===== src/rtl/phy_win_pkg.sv =====
package phy_win_pkg;

    typedef enum logic [2:0] {
        ST_IDLE,
        ST_POLL_PRE,
        ST_SET_ADDR,
        ST_SET_DATA,
        ST_KICK,
        ST_POLL_POST,
        ST_GET_DATA
    } step_e;

    // internal register addresses of the PHY handshake
    localparam logic [15:0] IREG_CTL  = 16'h80a0;
    localparam logic [15:0] IREG_ADDR = 16'h80a1;
    localparam logic [15:0] IREG_DATA = 16'h80a2;

    // control register commands: bit 0 start, bit 1 write
    localparam logic [15:0] CMD_GO    = 16'h0001;
    localparam logic [15:0] CMD_GO_WR = 16'h0003;

endpackage


===== src/rtl/phy_win_map.sv =====
// Splits an internal register address into a window value and a raw offset.
module phy_win_map #(
    parameter int DEV_W     = 5,
    parameter int REG_W     = 16,
    parameter int PAGE_BITS = 9,
    parameter int OFF_W     = 12,
    parameter int WIN_W     = DEV_W + REG_W - PAGE_BITS
) (
    input  logic [DEV_W-1:0] dev_i,
    input  logic [REG_W-1:0] reg_i,
    output logic [WIN_W-1:0] win_o,
    output logic [OFF_W-1:0] off_o
);
    localparam int RAW_W = PAGE_BITS + 2;

    assign win_o = {dev_i, reg_i[REG_W-1:PAGE_BITS]};
    assign off_o = {{(OFF_W-RAW_W){1'b0}}, reg_i[PAGE_BITS-1:0], 2'b00};

endmodule


===== src/rtl/phy_win_poll.sv =====
// Counts consecutive busy reads within one poll phase.
module phy_win_poll #(
    parameter int CNT_W = 16
) (
    input  logic             clk,
    input  logic             rst_n,
    input  logic             clear_i,
    input  logic             busy_i,
    input  logic [CNT_W-1:0] limit_i,
    output logic             last_o
);
    localparam logic [CNT_W:0] ONE = (CNT_W+1)'(1);

    logic [CNT_W-1:0] cnt_d, cnt_q;

    always_comb begin
        cnt_d = cnt_q;
        if (clear_i) begin
            cnt_d = '0;
        end else if (busy_i) begin
            cnt_d = cnt_q + CNT_W'(1);
        end
    end

    always_ff @(posedge clk or negedge rst_n) begin
        if (!rst_n) begin
            cnt_q <= '0;
        end else begin
            cnt_q <= cnt_d;
        end
    end

    // the busy read now on the bus is the last one allowed
    assign last_o = ({1'b0, cnt_q} + ONE) >= {1'b0, limit_i};

endmodule


===== src/rtl/phy_win_bridge.sv =====
module phy_win_bridge
    import phy_win_pkg::*;
#(
    parameter int DEV_W     = 5,
    parameter int REG_W     = 16,
    parameter int DATA_W    = 16,
    parameter int PAGE_BITS = 9,
    parameter int OFF_W     = 12,
    parameter int CNT_W     = 16,
    parameter int WIN_OFF   = 'h800
) (
    input  logic              clk,
    input  logic              rst_n,
    input  logic              req_valid,
    input  logic              req_write,
    input  logic [REG_W-1:0]  req_addr,
    input  logic [DATA_W-1:0] req_wdata,
    input  logic [DEV_W-1:0]  req_dev,
    output logic              req_ready,
    input  logic [CNT_W-1:0]  poll_limit,
    output logic              rsp_valid,
    output logic              rsp_err,
    output logic [DATA_W-1:0] rsp_rdata,
    output logic              bus_req,
    output logic              bus_we,
    output logic [OFF_W-1:0]  bus_addr,
    output logic [DATA_W-1:0] bus_wdata,
    input  logic [DATA_W-1:0] bus_rdata,
    input  logic              bus_ack
);
    localparam int WIN_W = DEV_W + REG_W - PAGE_BITS;
    localparam logic [OFF_W-1:0] WIN_AT  = OFF_W'(WIN_OFF);
    localparam logic [REG_W-1:0] R_CTL   = REG_W'(IREG_CTL);
    localparam logic [REG_W-1:0] R_ADDR  = REG_W'(IREG_ADDR);
    localparam logic [REG_W-1:0] R_DATA  = REG_W'(IREG_DATA);

    typedef struct packed {
        step_e             step;
        logic              raw;    // 0: window write pending, 1: raw access pending
        logic              wr;
        logic [REG_W-1:0]  addr;
        logic [DATA_W-1:0] wdata;
        logic [DEV_W-1:0]  dev;
        logic              rsp;
        logic              err;
        logic [DATA_W-1:0] rdata;
    } state_t;

    state_t s_d, s_q;

    logic [REG_W-1:0]  tgt;
    logic              acc_we;
    logic [DATA_W-1:0] acc_val;
    logic [WIN_W-1:0]  win;
    logic [OFF_W-1:0]  off;
    logic              poll_step;
    logic              poll_busy;
    logic              poll_clear;
    logic              poll_last;
    logic              accept;

    // register targeted by the current step
    always_comb begin
        tgt     = R_CTL;
        acc_we  = 1'b0;
        acc_val = '0;
        unique case (s_q.step)
            ST_SET_ADDR: begin
                tgt     = R_ADDR;
                acc_we  = 1'b1;
                acc_val = DATA_W'(s_q.addr);
            end
            ST_SET_DATA: begin
                tgt     = R_DATA;
                acc_we  = 1'b1;
                acc_val = s_q.wdata;
            end
            ST_KICK: begin
                tgt     = R_CTL;
                acc_we  = 1'b1;
                acc_val = s_q.wr ? DATA_W'(CMD_GO_WR) : DATA_W'(CMD_GO);
            end
            ST_GET_DATA: begin
                tgt     = R_DATA;
            end
            default: begin
                tgt     = R_CTL;
            end
        endcase
    end

    phy_win_map #(
        .DEV_W    (DEV_W),
        .REG_W    (REG_W),
        .PAGE_BITS(PAGE_BITS),
        .OFF_W    (OFF_W),
        .WIN_W    (WIN_W)
    ) u_map (
        .dev_i(s_q.dev),
        .reg_i(tgt),
        .win_o(win),
        .off_o(off)
    );

    assign poll_step  = (s_q.step == ST_POLL_PRE) || (s_q.step == ST_POLL_POST);
    assign poll_busy  = s_q.raw && bus_ack && poll_step && bus_rdata[0];
    assign poll_clear = accept || (s_q.raw && bus_ack && poll_step && !bus_rdata[0]);

    phy_win_poll #(
        .CNT_W(CNT_W)
    ) u_poll (
        .clk    (clk),
        .rst_n  (rst_n),
        .clear_i(poll_clear),
        .busy_i (poll_busy),
        .limit_i(poll_limit),
        .last_o (poll_last)
    );

    always_comb begin
        s_d     = s_q;
        s_d.rsp = 1'b0;
        s_d.err = 1'b0;
        accept  = 1'b0;
        if (s_q.step == ST_IDLE) begin
            if (req_valid) begin
                accept      = 1'b1;
                s_d.step    = ST_POLL_PRE;
                s_d.raw     = 1'b0;
                s_d.wr      = req_write;
                s_d.addr    = req_addr;
                s_d.wdata   = req_wdata;
                s_d.dev     = req_dev;
                s_d.rdata   = '0;
            end
        end else if (bus_ack) begin
            if (!s_q.raw) begin
                s_d.raw = 1'b1;
            end else begin
                s_d.raw = 1'b0;
                unique case (s_q.step)
                    ST_POLL_PRE, ST_POLL_POST: begin
                        if (bus_rdata[0]) begin
                            if (poll_last) begin
                                s_d.step = ST_IDLE;
                                s_d.rsp  = 1'b1;
                                s_d.err  = 1'b1;
                            end
                        end else begin
                            s_d.step = (s_q.step == ST_POLL_PRE) ? ST_SET_ADDR : ST_GET_DATA;
                        end
                    end
                    ST_SET_ADDR: s_d.step = s_q.wr ? ST_SET_DATA : ST_KICK;
                    ST_SET_DATA: s_d.step = ST_KICK;
                    ST_KICK: begin
                        if (s_q.wr) begin
                            s_d.step = ST_IDLE;
                            s_d.rsp  = 1'b1;
                        end else begin
                            s_d.step = ST_POLL_POST;
                        end
                    end
                    ST_GET_DATA: begin
                        s_d.step  = ST_IDLE;
                        s_d.rsp   = 1'b1;
                        s_d.rdata = bus_rdata;
                    end
                    default: s_d.step = ST_IDLE;
                endcase
            end
        end
    end

    always_ff @(posedge clk or negedge rst_n) begin
        if (!rst_n) begin
            s_q <= '{step: ST_IDLE, default: '0};
        end else begin
            s_q <= s_d;
        end
    end

    assign req_ready = (s_q.step == ST_IDLE);
    assign rsp_valid = s_q.rsp;
    assign rsp_err   = s_q.err;
    assign rsp_rdata = s_q.rdata;
    assign bus_req   = (s_q.step != ST_IDLE);
    assign bus_we    = !s_q.raw || acc_we;
    assign bus_addr  = s_q.raw ? off : WIN_AT;
    assign bus_wdata = s_q.raw ? acc_val : DATA_W'(win);

endmodule


===== config.mk =====
export PLATFORM = sky130hd
export DESIGN_NAME = phy_win_bridge
export DESIGN_NICKNAME = d
export VERILOG_FILES = /design/src/rtl/phy_win_pkg.sv /design/src/rtl/phy_win_map.sv /design/src/rtl/phy_win_poll.sv /design/src/rtl/phy_win_bridge.sv
export SDC_FILE = /design/constraint.sdc
export NUM_CORES = 1
export LEC_CHECK = 0
export ABC_AREA = 1
export CELL_PAD_IN_SITES_DETAIL_PLACEMENT = 1
export CELL_PAD_IN_SITES_GLOBAL_PLACEMENT = 1
export CORE_UTILIZATION = 30
export CTS_BUF_LIST = sky130_fd_sc_hd__clkbuf_8
export CTS_CLUSTER_SIZE = 10
export DETAILED_ROUTE_END_ITERATION = 7
export PLACE_DENSITY = 0.76
export SLEW_MARGIN = 25
export SYNTH_ARGS = -nofsm -noshare
export SYNTH_HDL_FRONTEND = slang
export SYNTH_SLANG_ARGS = --single-unit

===== constraint.sdc =====
create_clock -name clk -period 6.2 [get_ports clk]
set_clock_uncertainty 0.1 [all_clocks]
set_input_delay 1.24 -clock clk [delete_from_list [all_inputs] [get_ports clk]]
set_output_delay 1.24 -clock clk [all_outputs]
set_load 0.005 [all_outputs]

==> run metrics <==
sequential-to-total area share from yosys stat 0.422; via count 3,631; Max FO, Critical Path 18; Final ANT Viol Nets 0; sw power 0.704 mW; Final TNS setup 0 ns; DP Worst Slack 2.65 ns; row count 44; Async S/R FF share, synth 1.00; CP Cell Sequence inv_1 > nand2_1 > nor2_2 > nand2_1 > a21oi_1 > clkdlybuf4s50_1; CTS tree yes; slowest stage cell, crit path nor2_2; WL/cell 14.9 um; Top FF cell, synth dfrtp_1; clock network power share 0.209; CP Class flip-flop to primary output; Final setup viols 0; initial antenna violation count 0; die height 125 um; Bufs on Longest Clock Path 2; Slew HR 0.486; Area after DPL 5620 um2; layout cells sized above 1 0.156; largest family of logic cells by synthesized area simple AND/OR/NAND/NOR gates; Worst-Margin Slew 0.770 ns; worst skew pair latency 0.38 ns; Util after Layout 0.400; area of the mapped netlist 4500 um2; Initial Util 0.309; drt pass-1 iters 4; DIE AREA 15,500 um2; final instance area 5830 um2; area share of fa/ha/maj cells after synthesis 0.0472; first-pass GRT wire length 20,100 um; WP buf/inv 2; synth top area cells dfrtp_1 (42%), mux2_2 (8.3%), nand2_1 (7.9%), inv_1 (6.5%), ha_1 (4.7%); post-route setup slack 2.27 ns; Yosys reg bits 76; area grow syn2layout 29.5%; CP peak stage delay 0.61 ns; hold buffers post-CTS 0; Worst setup SP type flip-flop; crit share post-route 0.633; DR vias/cell 4.64; DR iter-0 viols 172; Seq pwr share 0.385; worst endpoint data arrival time 2.59 ns; Gate power share 0.406; mux cell area share after synthesis 0.0959; IO Pins 123; dominant cell type by area after synthesis dfrtp_1; VDD IR-drop max 201 uV; Total GRT Usage 0.162; clk root buf clkbuf_8; CP dominant cell by count nand2_1; Final Power 1.94 mW; syn_area_per_cell 9.04 um2; pwr dens 333 nW/um2; compound-gate portion of the synthesized area 0.0934; Synth Area in Simple Gates 0.188; Layout fillers 1,681; vias in the first global route 3,990; GRT overflow 0; P_int 1.24 mW; CTS H-tree lvls 3; Gates resized, CTS repair 0; CP endpoint kind primary output; Post-Synth XOR/XNOR Area 0.0175; CTS clk-pin slew, worst paths 0.09 ns; CP required 4.86 ns; cell count after synthesis 498; Final Slew Violations 0; Final nets 684; largest net degree at the start of global routing 77; Final HPWL DP 8680 um; post-synth top area share 0.422; CTS Sinks 76; CORE AREA 14,600 um2; Yosys warnings 0; global placer's final weighted congestion 0.820; count of cell types in the netlist 43; number of synthesized flops with an enable pin 0; status complete, no violations; post-CTS setup buffers 0; # diodes 0; most common cell after layout, fill and taps aside clkdlybuf4s50_1; Final min period 3.93 ns; Num CTS Buffers 9; leakage 2.69 nW; Sw Ratio 0.362; fmax 255 MHz; DRC 0; Worst Hold Class flip-flop to flip-flop; most frequent cells in the layout clkdlybuf4s50_1 (114), nand2_1 (95), inv_1 (78); kind of cell adding the most delay to the critical path simple AND/OR/NAND/NOR gates; final hold vios 0; IO buf count 115; die width 125 um; Max-Cap Viols 0; RSZ-0062 raised after global routing no; final wirelength 11,700 um
-- worst paths after layout --
path                                  from           end  slack, ns  depth (start not counted)
min in group asynchronous            rst_n       s_q[21]       0.80                          1
max in group asynchronous            rst_n  rsp_rdata[7]       4.71                          1
max                                s_q[59]  bus_wdata[5]       2.27                          6
min                                s_q[42]       s_q[42]       0.41                          1
max reg2reg                u_poll.cnt_q[0]       s_q[59]       3.29                         19
min reg2reg                        s_q[42]       s_q[42]       0.41                          1
-- logic make-up (layout without fill, tap and decap cells) --
group	count (synthesis)	count (layout)
compound gates	61	61
xor+xnor	9	9
fa+ha+maj	17	17
buf+inv	122	216
flops	76	76
mux	37	37
other cells	1	7
simple gates	175	175
-- cell type report --
class | instances | area [um2] | area share
inverter | 85 | 324 | 0.0556
multi-input combinational | 306 | 2020 | 0.346
timing repair buffer | 115 | 1150 | 0.198
sequential | 76 | 1900 | 0.326
clock buffer | 10 | 138 | 0.0236
tap | 184 | 230 | 0.0395
clock inverter | 6 | 70.1 | 0.0120
-- power groups by stage --
stage / Combinational, mW / Sequential, mW / Clock [mW]
6_report: 0.789 / 0.750 / 0.406
5_1_grt: 0.865 / 0.771 / 0.442
4_1_cts: 0.800 / 0.750 / 0.423
3_5_place_dp: 0.793 / 0.757 / 0
3_3_place_gp: 0.768 / 0.751 / 0
2_1_floorplan: 0.565 / 0.715 / 0
-- through the flow --
step | hold slack [ns] | cells
after detailed placement | 0.396 | 766
after floorplan | 0.364 | 504
after global placement | 0.378 | 766
after CTS | 0.417 | 782
after global routing | 0.442 | 782
final | 0.413 | 782
-- worst reg2reg max path, cell delays in order (launching register included) --
cell and delay (ns):
dfrtp_1 0.45, ha_1 0.23, nand3_2 0.12, nor2_4 0.17, nand2_2 0.10, nor3_1 0.19
xor2_1 0.21, inv_1 0.07, ha_1 0.29, nand2_1 0.06, inv_1 0.08, nand2_1 0.07
nor2_1 0.11, nand2_1 0.08, nand3_1 0.07, nand2_1 0.11, nand4_4 0.13, nand2_2 0.07
nand2_1 0.06, nand2_1 0.05
-- sequential cells by signal, indices dropped and copies added (netlist names) --
| signal | count |
|---|---|
| u_poll.cnt_q | 16 |
| rsp_rdata | 16 |
| s_q | 42 |
| rsp_valid | 1 |
| rsp_err | 1 |
-- Yosys cell counts, types with 8 or more instances --
cell type / number
nand2_1: 95
o21ai_2: 10
o22ai_1: 8
mux2_2: 33
dfrtp_1: 76
ha_1: 17
inv_1: 78
buf_4: 26
nor2_1: 22
xor2_1: 9
a21oi_1: 16
nand3_1: 29
a22o_1: 8
o21ai_0: 10
-- layer usage --
| metal | vias up | track usage | wire (um) |
|---|---|---|---|
| li1 | 1754 | - | - |
| met1 | 1780 | 0.198 | 5120 |
| met2 | 85 | 0.272 | 5750 |
| met3 | 12 | 0.0511 | 638 |
| met4 | 0 | 0.0468 | 159 |
| met5 | - | 0 | 0 |
No activity file was read; power rests on OpenSTA's default activity.
